**src/rtl/irq_flag_pkg.sv**
```systemverilog
`timescale 1ns/1ps
package irq_flag_pkg;
  localparam int REG_W = 16;
  localparam int CNT_W = 8;
  localparam int ADDR_W = 2;

  localparam int GLOBAL_BIT = 15;
  localparam int MODEX_BIT  = 14;
  localparam int HASH_BIT   = 13;
  localparam int AES_BIT    = 12;
  localparam int LINK_BIT   = 11;
  localparam int PKT_BIT    = 6;
  localparam int DMA_BIT    = 5;
  localparam int TX_BIT     = 3;
  localparam int LINK_STAT_BIT = 8;

  // busy-type sources, falling edge sets the flag at the listed position
  localparam int N_BUSY = 4;
  localparam int BUSY_BIT [N_BUSY] = '{MODEX_BIT, AES_BIT, DMA_BIT, TX_BIT};

  localparam logic [REG_W-1:0] LATCH_MASK =
      (REG_W'(1) << MODEX_BIT) | (REG_W'(1) << HASH_BIT) | (REG_W'(1) << AES_BIT) |
      (REG_W'(1) << LINK_BIT)  | (REG_W'(1) << DMA_BIT)  | (REG_W'(1) << TX_BIT);
  localparam logic [REG_W-1:0] ENABLE_MASK =
      LATCH_MASK | (REG_W'(1) << PKT_BIT) | (REG_W'(1) << GLOBAL_BIT);

  typedef enum logic [ADDR_W-1:0] {
    ADDR_FLAG   = 2'd0,
    ADDR_ENABLE = 2'd1,
    ADDR_STATUS = 2'd2
  } regAddr_e;

  typedef struct packed {
    logic [REG_W-1:0] setVec;
    logic             flagWr;
    logic             enWr;
    logic [REG_W-1:0] wrData;
  } strobes_t;
endpackage

```
**src/rtl/irq_flag_ctl.sv**
```systemverilog
`timescale 1ns/1ps
module irq_flag_ctl
  import irq_flag_pkg::*;
(
  input  logic              clk,
  input  logic              rstN,
  input  logic              modexBusy,
  input  logic              hashDone,
  input  logic              aesBusy,
  input  logic              dmaBusy,
  input  logic              txReq,
  input  logic              linkUp,
  input  logic              regWrEn,
  input  logic [ADDR_W-1:0] regAddr,
  input  logic [REG_W-1:0]  regWrData,
  output strobes_t          strobes
);
  logic [N_BUSY-1:0] busyNow;
  logic [N_BUSY-1:0] busyPrev;
  logic [N_BUSY-1:0] busyFall;
  logic              linkPrev;
  logic              armed;

  assign busyNow = {txReq, dmaBusy, aesBusy, modexBusy};

  // history registers; armed stays low for the first edge so levels present
  // at reset release are taken as the starting point, not as an edge
  always_ff @(posedge clk or negedge rstN) begin
    if (!rstN) begin
      busyPrev <= '0;
      linkPrev <= 1'b0;
      armed    <= 1'b0;
    end else begin
      busyPrev <= busyNow;
      linkPrev <= linkUp;
      armed    <= 1'b1;
    end
  end

  generate
    for (genvar g = 0; g < N_BUSY; g++) begin : g_fall
      assign busyFall[g] = armed & busyPrev[g] & ~busyNow[g];
    end
  endgenerate

  always_comb begin
    strobes.setVec = '0;
    for (int i = 0; i < N_BUSY; i++) begin
      if (busyFall[i]) strobes.setVec = strobes.setVec | (REG_W'(1) << BUSY_BIT[i]);
    end
    if (hashDone)                   strobes.setVec = strobes.setVec | (REG_W'(1) << HASH_BIT);
    if (armed && (linkPrev ^ linkUp)) strobes.setVec = strobes.setVec | (REG_W'(1) << LINK_BIT);
    strobes.flagWr = regWrEn && (regAddr == ADDR_FLAG);
    strobes.enWr   = regWrEn && (regAddr == ADDR_ENABLE);
    strobes.wrData = regWrData;
  end


  modex_fall_chk: assert property (@(posedge clk) disable iff (!rstN)
    (armed && $past(modexBusy) && !modexBusy) |-> strobes.setVec[MODEX_BIT]);

  tx_rise_quiet_chk: assert property (@(posedge clk) disable iff (!rstN)
    (armed && !$past(txReq) && txReq) |-> !strobes.setVec[TX_BIT]);

  link_edge_chk: assert property (@(posedge clk) disable iff (!rstN)
    (armed && ($past(linkUp) != linkUp)) |-> strobes.setVec[LINK_BIT]);

  no_early_edge_chk: assert property (@(posedge clk) disable iff (!rstN)
    !armed |-> !strobes.setVec[LINK_BIT]);
endmodule

```
**src/rtl/irq_flag_dp.sv**
```systemverilog
`timescale 1ns/1ps
module irq_flag_dp
  import irq_flag_pkg::*;
(
  input  logic              clk,
  input  logic              rstN,
  input  strobes_t          strobes,
  input  logic              linkUp,
  input  logic [CNT_W-1:0]  pktCount,
  input  logic [ADDR_W-1:0] regAddr,
  output logic [REG_W-1:0]  regRdData,
  output logic              irqN
);
  logic [REG_W-1:0] flagView;
  logic [REG_W-1:0] enReg;
  logic [REG_W-1:0] statusView;
  logic             pending;

  generate
    for (genvar b = 0; b < REG_W; b++) begin : g_bit
      if (LATCH_MASK[b]) begin : g_latch
        logic bitQ;
        always_ff @(posedge clk or negedge rstN) begin
          if (!rstN)                                bitQ <= 1'b0;
          else if (strobes.setVec[b])               bitQ <= 1'b1;
          else if (strobes.flagWr && strobes.wrData[b]) bitQ <= 1'b0;
        end
        assign flagView[b] = bitQ;


        set_wins_chk: assert property (@(posedge clk) disable iff (!rstN)
          strobes.setVec[b] |=> flagView[b]);

        w1c_clear_chk: assert property (@(posedge clk) disable iff (!rstN)
          (strobes.flagWr && strobes.wrData[b] && !strobes.setVec[b]) |=> !flagView[b]);

        flag_hold_chk: assert property (@(posedge clk) disable iff (!rstN)
          (flagView[b] && !(strobes.flagWr && strobes.wrData[b])) |=> flagView[b]);
      end else if (b == PKT_BIT) begin : g_live
        assign flagView[b] = |pktCount;
      end else begin : g_none
        assign flagView[b] = 1'b0;
      end
    end
  endgenerate

  always_ff @(posedge clk or negedge rstN) begin
    if (!rstN)            enReg <= '0;
    else if (strobes.enWr) enReg <= strobes.wrData & ENABLE_MASK;
  end

  assign statusView = REG_W'(pktCount) | (REG_W'(linkUp) << LINK_STAT_BIT);

  always_comb begin
    case (regAddr)
      ADDR_FLAG:   regRdData = flagView;
      ADDR_ENABLE: regRdData = enReg;
      ADDR_STATUS: regRdData = statusView;
      default:     regRdData = '0;
    endcase
  end

  assign pending = |(flagView & enReg);
  assign irqN    = ~(enReg[GLOBAL_BIT] & pending);


  gate_off_chk: assert property (@(posedge clk) disable iff (!rstN)
    !enReg[GLOBAL_BIT] |-> irqN);
endmodule

```
**src/rtl/irq_flag_ctrl.sv**
```systemverilog
`timescale 1ns/1ps
module irq_flag_ctrl
  import irq_flag_pkg::*;
(
  input  logic              clk,
  input  logic              rstN,
  input  logic              regWrEn,
  input  logic [ADDR_W-1:0] regAddr,
  input  logic [REG_W-1:0]  regWrData,
  output logic [REG_W-1:0]  regRdData,
  input  logic              modexBusy,
  input  logic              hashDone,
  input  logic              aesBusy,
  input  logic              dmaBusy,
  input  logic              txReq,
  input  logic              linkUp,
  input  logic [CNT_W-1:0]  pktCount,
  output logic              irqN
);
  strobes_t strobes;

  irq_flag_ctl ctl_i (
    .clk(clk), .rstN(rstN),
    .modexBusy(modexBusy), .hashDone(hashDone), .aesBusy(aesBusy),
    .dmaBusy(dmaBusy), .txReq(txReq), .linkUp(linkUp),
    .regWrEn(regWrEn), .regAddr(regAddr), .regWrData(regWrData),
    .strobes(strobes)
  );

  irq_flag_dp dp_i (
    .clk(clk), .rstN(rstN), .strobes(strobes),
    .linkUp(linkUp), .pktCount(pktCount), .regAddr(regAddr),
    .regRdData(regRdData), .irqN(irqN)
  );
endmodule

```
**config.mk**
```make
export PLATFORM = sky130hd
export DESIGN_NAME = irq_flag_ctrl
export DESIGN_NICKNAME = d
export VERILOG_FILES = /design/src/rtl/irq_flag_pkg.sv /design/src/rtl/irq_flag_ctl.sv /design/src/rtl/irq_flag_dp.sv /design/src/rtl/irq_flag_ctrl.sv
export SDC_FILE = /design/constraint.sdc
export NUM_CORES = 1
export LEC_CHECK = 0
export CAP_MARGIN = 40
export CORE_AREA = 4 4 54 66
export DETAILED_ROUTE_END_ITERATION = 7
export DIE_AREA = 0 0 58 70
export GPL_TIMING_DRIVEN = 0
export PLACE_DENSITY_LB_ADDON = 0.2
export SYNTH_ARGS = -nofsm -noshare
export SYNTH_HDL_FRONTEND = slang
export SYNTH_SLANG_ARGS = --single-unit
```
**constraint.sdc**
```tcl
create_clock -name clk -period 1.4 [get_ports clk]
set_clock_uncertainty 0.15 [all_clocks]
set_input_delay 0.28 -clock clk [delete_from_list [all_inputs] [get_ports clk]]
set_output_delay 0.28 -clock clk [all_outputs]
set_load 0.1 [all_outputs]
```
==> reports/qor_table.md, run 1 <==
| Result | Value |
| --- | --- |
| Run status | finished, violations left |
| Maximum fanout along the worst path | 2 |
| Post-layout min period | 1.954 ns |
| Worst path arrival time | 1.52 ns |
| Fraction of power spent switching nets | 39.08% |
| Synth-to-Final Area Change | 104.9% |
| Routed wirelength normalized by instance count | 16.47 um |
| Int Power | 1196 uW |
| Sum of net half-perimeters after detailed placement | 2089 um |
| Fraction of layout instances using a drive strength above 1 | 59.09% |
| Nets | 191 |
| Vertical extent of the die | 70 um |
| Peak VDD IR | 0.7653 mV |
| Ant. Diodes | 0 |
| Core utilization of the finished layout | 67.26% |
| Total power density per cell area | 981.8 nW/um2 |
| Remaining design rule violation count | 0 |
| Post-place instance area | 1826 um2 |
| Count of buffers from port buffering | 41 |
| Final setup violation count | 15 |
| GRT overflow | 0 |
| Die outline width | 58 um |
| Clock tree root buffer cell | clkbuf_4 |
| Worst Hold Class | input pin to register |
| Clock tree from TritonCTS | built |
| Worst Path Required | 0.97 ns |
| Count of warnings emitted by yosys | 0 |
| Ordered cell list for the critical path | buf_6, or4_4, o21ai_2, a41o_4, buf_16 |
| Clock latency on the worst-skew pair | 0.28 ns |
| DRT antenna net count | 0 |
| Setup CP Type | input pin to primary output |
| Final critical-path share of the clock period | 139.6% |
| Type of destination of the critical path | primary output |
| Non-filler cells in the finished layout | 190 |
| Filler cells | 199 |
| Net switching power of the design | 767.2 uW |
| Netlist Area Pre-Place | 975.9 um2 |
| Final TNS setup | -3.006 ns |
| Layout Cell Area excl Fill | 1999 um2 |
| Number of antenna violations at the first check in global routing | 0 |
| Placer congestion estimate | 0.7952 |
| Combinational cell fraction of total power | 50.2% |
| Maximum frequency from static timing analysis | 0.5118 GHz |
| Overall Global Routing Usage | 15.81% |
| Vias | 898 |
| Leakage power total | 0.0008653 uW |
| Number of global-route vias before repair | 945 |
| Clock tree buffer depth | 2 |
| Top cells by area in the synthesized netlist | dfrtp_1 (51%), mux2_2 (9.2%), mux2i_1 (6.2%) |
| Number of vias per cell | 4.726 |
| Depth of the CTS H-tree | 1 |
| Area of the core | 2973 um2 |
| Clock buffer count from CTS | 3 |
| Maximum cell stage delay along the critical path | 0.56 ns |
| Critical path startpoint category | input pin |
| Global-route wire length before repair | 4892 um |
| Initial core utilization | 32.83% |
| Mean cell area of the mapped netlist | 11.22 um2 |
| Die Outline Area | 4060 um2 |
| Cell taking the most area after synthesis | dfrtp_1 |
| Violation count after the first detailed-route iteration | 28 |
| Count of pins over their slew limit | 0 |
| Register clock-pin slew on the reported worst setup and hold paths | 0.10 ns |
| Number of violations of the max-capacitance limit | 0 |
| Flops & latches, synth | 20 |
| Violated checks | setup timing |
| Final hold violations | 0 |
| Worst setup slack after layout | -0.5537 ns |
| Part of the power in the clock network | 13.0% |
| Portion of total power attributed to sequential cells | 36.7% |
| # IOs | 52 |
| Setup repair after global routing missed its margin | yes |
| Site row count | 22 |
| Slowest cell on crit path | or4_4 |
| Distinct cells, synth | 25 |
| Total wire length after detailed routing | 3129 um |
| Share of the synthesized area in the top cell type | 51.28% |
| Post-Synthesis Cells | 87 |
| Pin count of the biggest net entering global routing | 20 |
| Share of synthesized area occupied by flip-flops and latches | 51.28% |
| Placed cell count | 181 |
| DRT Pass-1 Iters | 4 |
| Clock sink count | 20 |
==> cell usage in the layout, fill, tap and decap left out, types with 2 or more instances in the layout <==
cell type	count
mux2i_2	5
buf_2	2
buf_12	14
nor2_4	4
conb_1	3
o2bb2ai_1	4
and2_4	6
or4_4	2
nor2b_4	2
clkdlybuf4s50_1	14
buf_8	3
nor3b_4	2
a22oi_1	3
clkbuf_4	3
mux2_2	8
buf_6	11
o21ai_4	3
buf_4	16
nand2_1	11
dfrtp_1	20
==> cell type report <==
class	count	area, um2	area share [%]
well taps	36	45.04	2.253
multi-input cells	64	633.1	31.66
plain buffers	3	30.03	1.502
inverters	1	3.754	0.1877
clock buffers	3	22.52	1.126
flip-flops and latches	20	500.5	25.03
repair buffers	63	764.5	38.24
==> path summary, 6_finish.rpt <==
check | start | end | slack [ns] | cells after the start
worst max-delay path | pktCount[5] | irqN | -0.55 | 5
worst min-delay path | linkUp | ctl_i.linkPrev | 0.15 | 1
worst max register to register | ctl_i.linkPrev | dp_i.g_bit[11].g_latch.bitQ | 0.43 | 2
worst min register to register | ctl_i.busyPrev[1] | dp_i.g_bit[12].g_latch.bitQ | 0.37 | 2
max in group asynchronous | rstN | dp_i.enReg[11] | 0.17 | 3
min in group asynchronous | rstN | ctl_i.linkPrev | 0.58 | 2
==> through the flow <==
step,hold slack (ns),total power [uW],setup slack [ns]
2_1_floorplan,-0.1656,1277,-0.3863
3_3_place_gp,0.3430,1476,-1.781
3_5_place_dp,0.3257,1648,-1.444
4_1_cts,0.005819,1961,-0.5390
5_1_grt,0.1491,2043,-0.5873
6_report,0.1512,1963,-0.5537
==> timing repair <==
action | 4_1_cts | 5_1_grt
buffers inserted | 14 | 6
resized for setup | 77 | 7
hold buffers | 0 | 1
pin swaps | 9 | 3
cloned | 2 | 0
endpoints found under the hold margin | 0 | 1
setup endpoints to repair | 29 | 16
==> synth_stat cells, drive strengths merged <==
master / count
dfrtp: 20
nand2: 13
mux2: 8
and2: 6
mux2i: 6
buf: 4
nor2: 4
o21ai: 4
o2bb2ai: 4
a22oi: 3
conb: 2
nor3b: 2
or4: 2
a21o: 1
a22o: 1
a41o: 1
inv: 1
nand2b: 1
nand3b: 1
nor2b: 1
o31ai: 1
xor2: 1
==> worst max-delay path: cells and delay by family <==
kind / cells / cell delay, ns
AO/OA/AOI/OAI: 2 / 0.41
AND/OR/NAND/NOR: 1 / 0.56
buffers and inverters: 2 / 0.27
==> registers in the layout (all words and copies together), names as in the netlist <==
name / cells
ctl_i.armed: 1
ctl_i.busyPrev: 4
ctl_i.linkPrev: 1
dp_i.enReg: 8
dp_i.g_bit.g_latch.bitQ: 6
==> metal layers <==
metal,global-route usage [%],vias to the layer above,share of wire [%]
met5,0,-,0
met2,27.76,32,52
met4,5.670,0,1.4
met3,3.512,4,5.5
li1,-,437,-
met1,18.33,425,41
==> logic make-up (layout without fill, tap and decap cells) <==
kind of cell | count (synthesis) | count (layout) | synth area share, %
flip-flops | 20 | 20 | 51.28
buffers and inverters | 5 | 70 | 2.948
multiplexers | 14 | 14 | 15.39
AO/OA/AOI/OAI | 15 | 15 | 11.92
AND/OR/NAND/NOR | 30 | 31 | 16.80
other | 2 | 3 | 0.7695
XOR/XNOR | 1 | 1 | 0.8976
==> power by group through the flow <==
stage | Combinational [uW] | Clock, uW | Sequential, uW
after floorplan | 573 | 0 | 704
final | 986 | 256 | 721
after global placement | 760 | 0 | 716
after global routing | 1030 | 285 | 729
after detailed placement | 929 | 0 | 719
after CTS | 970 | 271 | 720
No activity file was read; power rests on OpenSTA's default activity.
==> run 2: changes to the inputs <==
==> constraint.sdc (replaced) <==
create_clock -name clk -period 1.4 [get_ports clk]
set_clock_uncertainty 0.15 [all_clocks]
set_input_delay 0.14 -clock clk [delete_from_list [all_inputs] [get_ports clk]]
set_output_delay 0.14 -clock clk [all_outputs]
set_load 0.1 [all_outputs]
==> reports/qor_table.md, run 2 (same netlist as run 1, synthesis figures left out) <==
| Result | Value | Change |
| --- | --- | --- |
| Final critical-path share of the clock period | 125.2% | -14 points |
| Sum of net half-perimeters after detailed placement | 2256 um | +8.0% |
| Post-place instance area | 1788 um2 | -2.1% |
| Type of destination of the critical path | primary output |  |
| Maximum cell stage delay along the critical path | 0.55 ns | about the same |
| # IOs | 52 | unchanged |
| Commonest non-fill, non-tap cell in the layout | buf_4 |  |
| Maximum frequency from static timing analysis | 0.5703 GHz | +11% |
| Ant. Diodes | 0 | unchanged |
| Worst Hold Class | input pin to register |  |
| Clock latency on the worst-skew pair | 0.29 ns | about the same |
| Clock buffer count from CTS | 3 | unchanged |
| Peak VDD IR | 0.9539 mV | +25% |
| Number of vias per cell | 4.886 | +3.4% |
| Number of global-route vias before repair | 1,081 | +14% |
| Die outline width | 58 um | unchanged |
| Routed wirelength normalized by instance count | 16.73 um | +1.6% |
| DRT Pass-1 Iters | 4 | unchanged |
| Die Outline Area | 4060 um2 | unchanged |
| Post-layout min period | 1.753 ns | -0.2004 ns |
| Clock tree buffer depth | 2 | unchanged |
| Clock sink count | 20 | unchanged |
| Depth of the CTS H-tree | 1 | unchanged |
| Critical path startpoint category | input pin |  |
| Setup repair after global routing missed its margin | yes |  |
| Clock tree from TritonCTS | built |  |
| Slowest cell on crit path | or4_4 |  |
| Total power density per cell area | 1026 nW/um2 | +4.5% |
| Total wire length after detailed routing | 3362 um | +7.4% |
| Register clock-pin slew on the reported worst setup and hold paths | 0.11 ns | about the same |
| Count of buffers from port buffering | 41 | unchanged |
| Overall Global Routing Usage | 16.77% | +0.96 points |
| Top Registers | dp_i.enReg (8), dp_i.g_bit.g_latch.bitQ (6), ctl_i.busyPrev (4) |  |
| Vertical extent of the die | 70 um | unchanged |
| Commonest cells after routing, fill and taps aside | buf_4 (21), dfrtp_1 (20), buf_12 (18) |  |
| Layout Cell Area excl Fill | 2133 um2 | +6.7% |
| Area of the core | 2973 um2 | unchanged |
| Pin count of the biggest net entering global routing | 17 | -15% |
| Placed cell count | 181 | unchanged |
| Maximum fanout along the worst path | 2 | unchanged |
| Count of pins over their slew limit | 0 | unchanged |
| Remaining design rule violation count | 0 | unchanged |
| DRT antenna net count | 0 | unchanged |
| Ordered cell list for the critical path | buf_8, or4_4, buf_6, o21ai_2, a41o_4, buf_12 |  |
| Final setup violation count | 9 | -6 |
| Fraction of layout instances using a drive strength above 1 | 61.21% | +2.1 points |
| Non-filler cells in the finished layout | 201 | +5.8% |
| Number of flip-flops in the largest register | 8 | unchanged |
| Run status | finished, violations left |  |
| Number of antenna violations at the first check in global routing | 0 | unchanged |
| Violation count after the first detailed-route iteration | 22 | -21% |
| Number of violations of the max-capacitance limit | 0 | unchanged |
| Clock tree root buffer cell | clkbuf_4 |  |
| Synth-to-Final Area Change | 118.6% |  |
| Final hold violations | 0 | unchanged |
| GRT overflow | 0 | unchanged |
| Global-route wire length before repair | 5181 um | +5.9% |
| Setup CP Type | input pin to primary output |  |
| Worst Path Required | 1.11 ns | +0.14 ns |
| Worst path arrival time | 1.46 ns | -0.06 ns |
| Nets | 201 | +5.2% |
| Worst setup slack after layout | -0.3534 ns | +0.2004 ns |
| Site row count | 22 | unchanged |
| Vias | 982 | +9.4% |
| Top reg by flops | dp_i.enReg |  |
| Violated checks | setup timing |  |
| Leakage power total | 0.0009091 uW | +5.1% |
| Initial core utilization | 32.83% | unchanged |
| Placer congestion estimate | 0.7889 | -0.79% |
-- run 2: cell count changes in the layout (fill, tap and decap cells not counted), moves of 2 or more --
| cell | delta |
|---|---|
| mux2i_4 | +3 |
| buf_4 | +5 |
| mux2i_2 | -3 |
| a22oi_2 | +3 |
| buf_12 | +4 |
| nand2_1 | +2 |
| buf_2 | +3 |
| clkdlybuf4s50_1 | +2 |
| a22oi_1 | -3 |
-- run 2: where the power goes --
part / internal (uW) / total, uW / leakage (uW) / switching (uW)
registers: 652 / 716 / 0.000226 / 63.7
clock network: 158 / 330 / 0.0000210 / 172
logic: 545 / 1140 / 0.000662 / 598
-- run 2: final timing paths --
path | from | end | slack [ns] | cells past startpoint
max in group asynchronous | rstN | ctl_i.busyPrev[2] | 0.24 | 3
hold reg to reg | ctl_i.busyPrev[1] | dp_i.g_bit[12].g_latch.bitQ | 0.37 | 2
min in group asynchronous | rstN | dp_i.g_bit[13].g_latch.bitQ | 0.47 | 2
setup reg to reg | dp_i.enReg[15] | dp_i.enReg[15] | 0.33 | 2
setup / recovery | pktCount[1] | irqN | -0.35 | 6
hold / removal | regAddr[0] | dp_i.g_bit[13].g_latch.bitQ | 0.06 | 4
-- run 2: area by class of cell --
class	count	area, um2
multi-input combinational	63	650.6
inverter	1	3.754
fill	206	839.6
tap	36	45.04
clock buffer	4	36.28
sequential	20	500.5
buffer	4	46.29
timing repair buffer	73	850.8
-- run 2: routing by layer --
| metal | up-vias | part of all wire [%] | track usage (%) | wire [um] |
|---|---|---|---|---|
| met3 | 8 | 4.9 | 3.697 | 165 |
| met4 | 0 | 2.5 | 6.959 | 85 |
| met5 | - | 0 | 0 | 0 |
| met2 | 35 | 55 | 30.78 | 1836 |
| met1 | 480 | 38 | 17.80 | 1275 |
| li1 | 459 | - | - | - |
-- run 2: what timing repair did --
item | CTS | global route
gates cloned | 1 | 0
buffers inserted | 24 | 7
pin swaps | 11 | 7
hold buffers | 1 | 0
gates resized for setup | 80 | 8
hold endpoints to repair | 4 | 0
setup endpoints to repair | 21 | 14
-- run 2: critical path: cells and delay by family --
family	cells	cell delay [ns]
simple gates	1	0.55
compound gates	2	0.37
buf+inv	3	0.41
-- run 2: per-stage QoR --
stage	total power [uW]	hold WS, ns	util, %	worst slack [ns]	TNS [ns]
6_report	2188	0.06012	71.76	-0.3534	-1.399
4_1_cts	2148	0.1307	69.82	-0.3370	-1.258
2_1_floorplan	1266	-0.3056	-	-0.1043	-0.3035
3_5_place_dp	1621	0.2489	60.14	-1.213	-19.98
5_1_grt	2267	0.06836	71.76	-0.3947	-1.806
3_3_place_gp	1466	0.3413	52.06	-1.567	-25.61
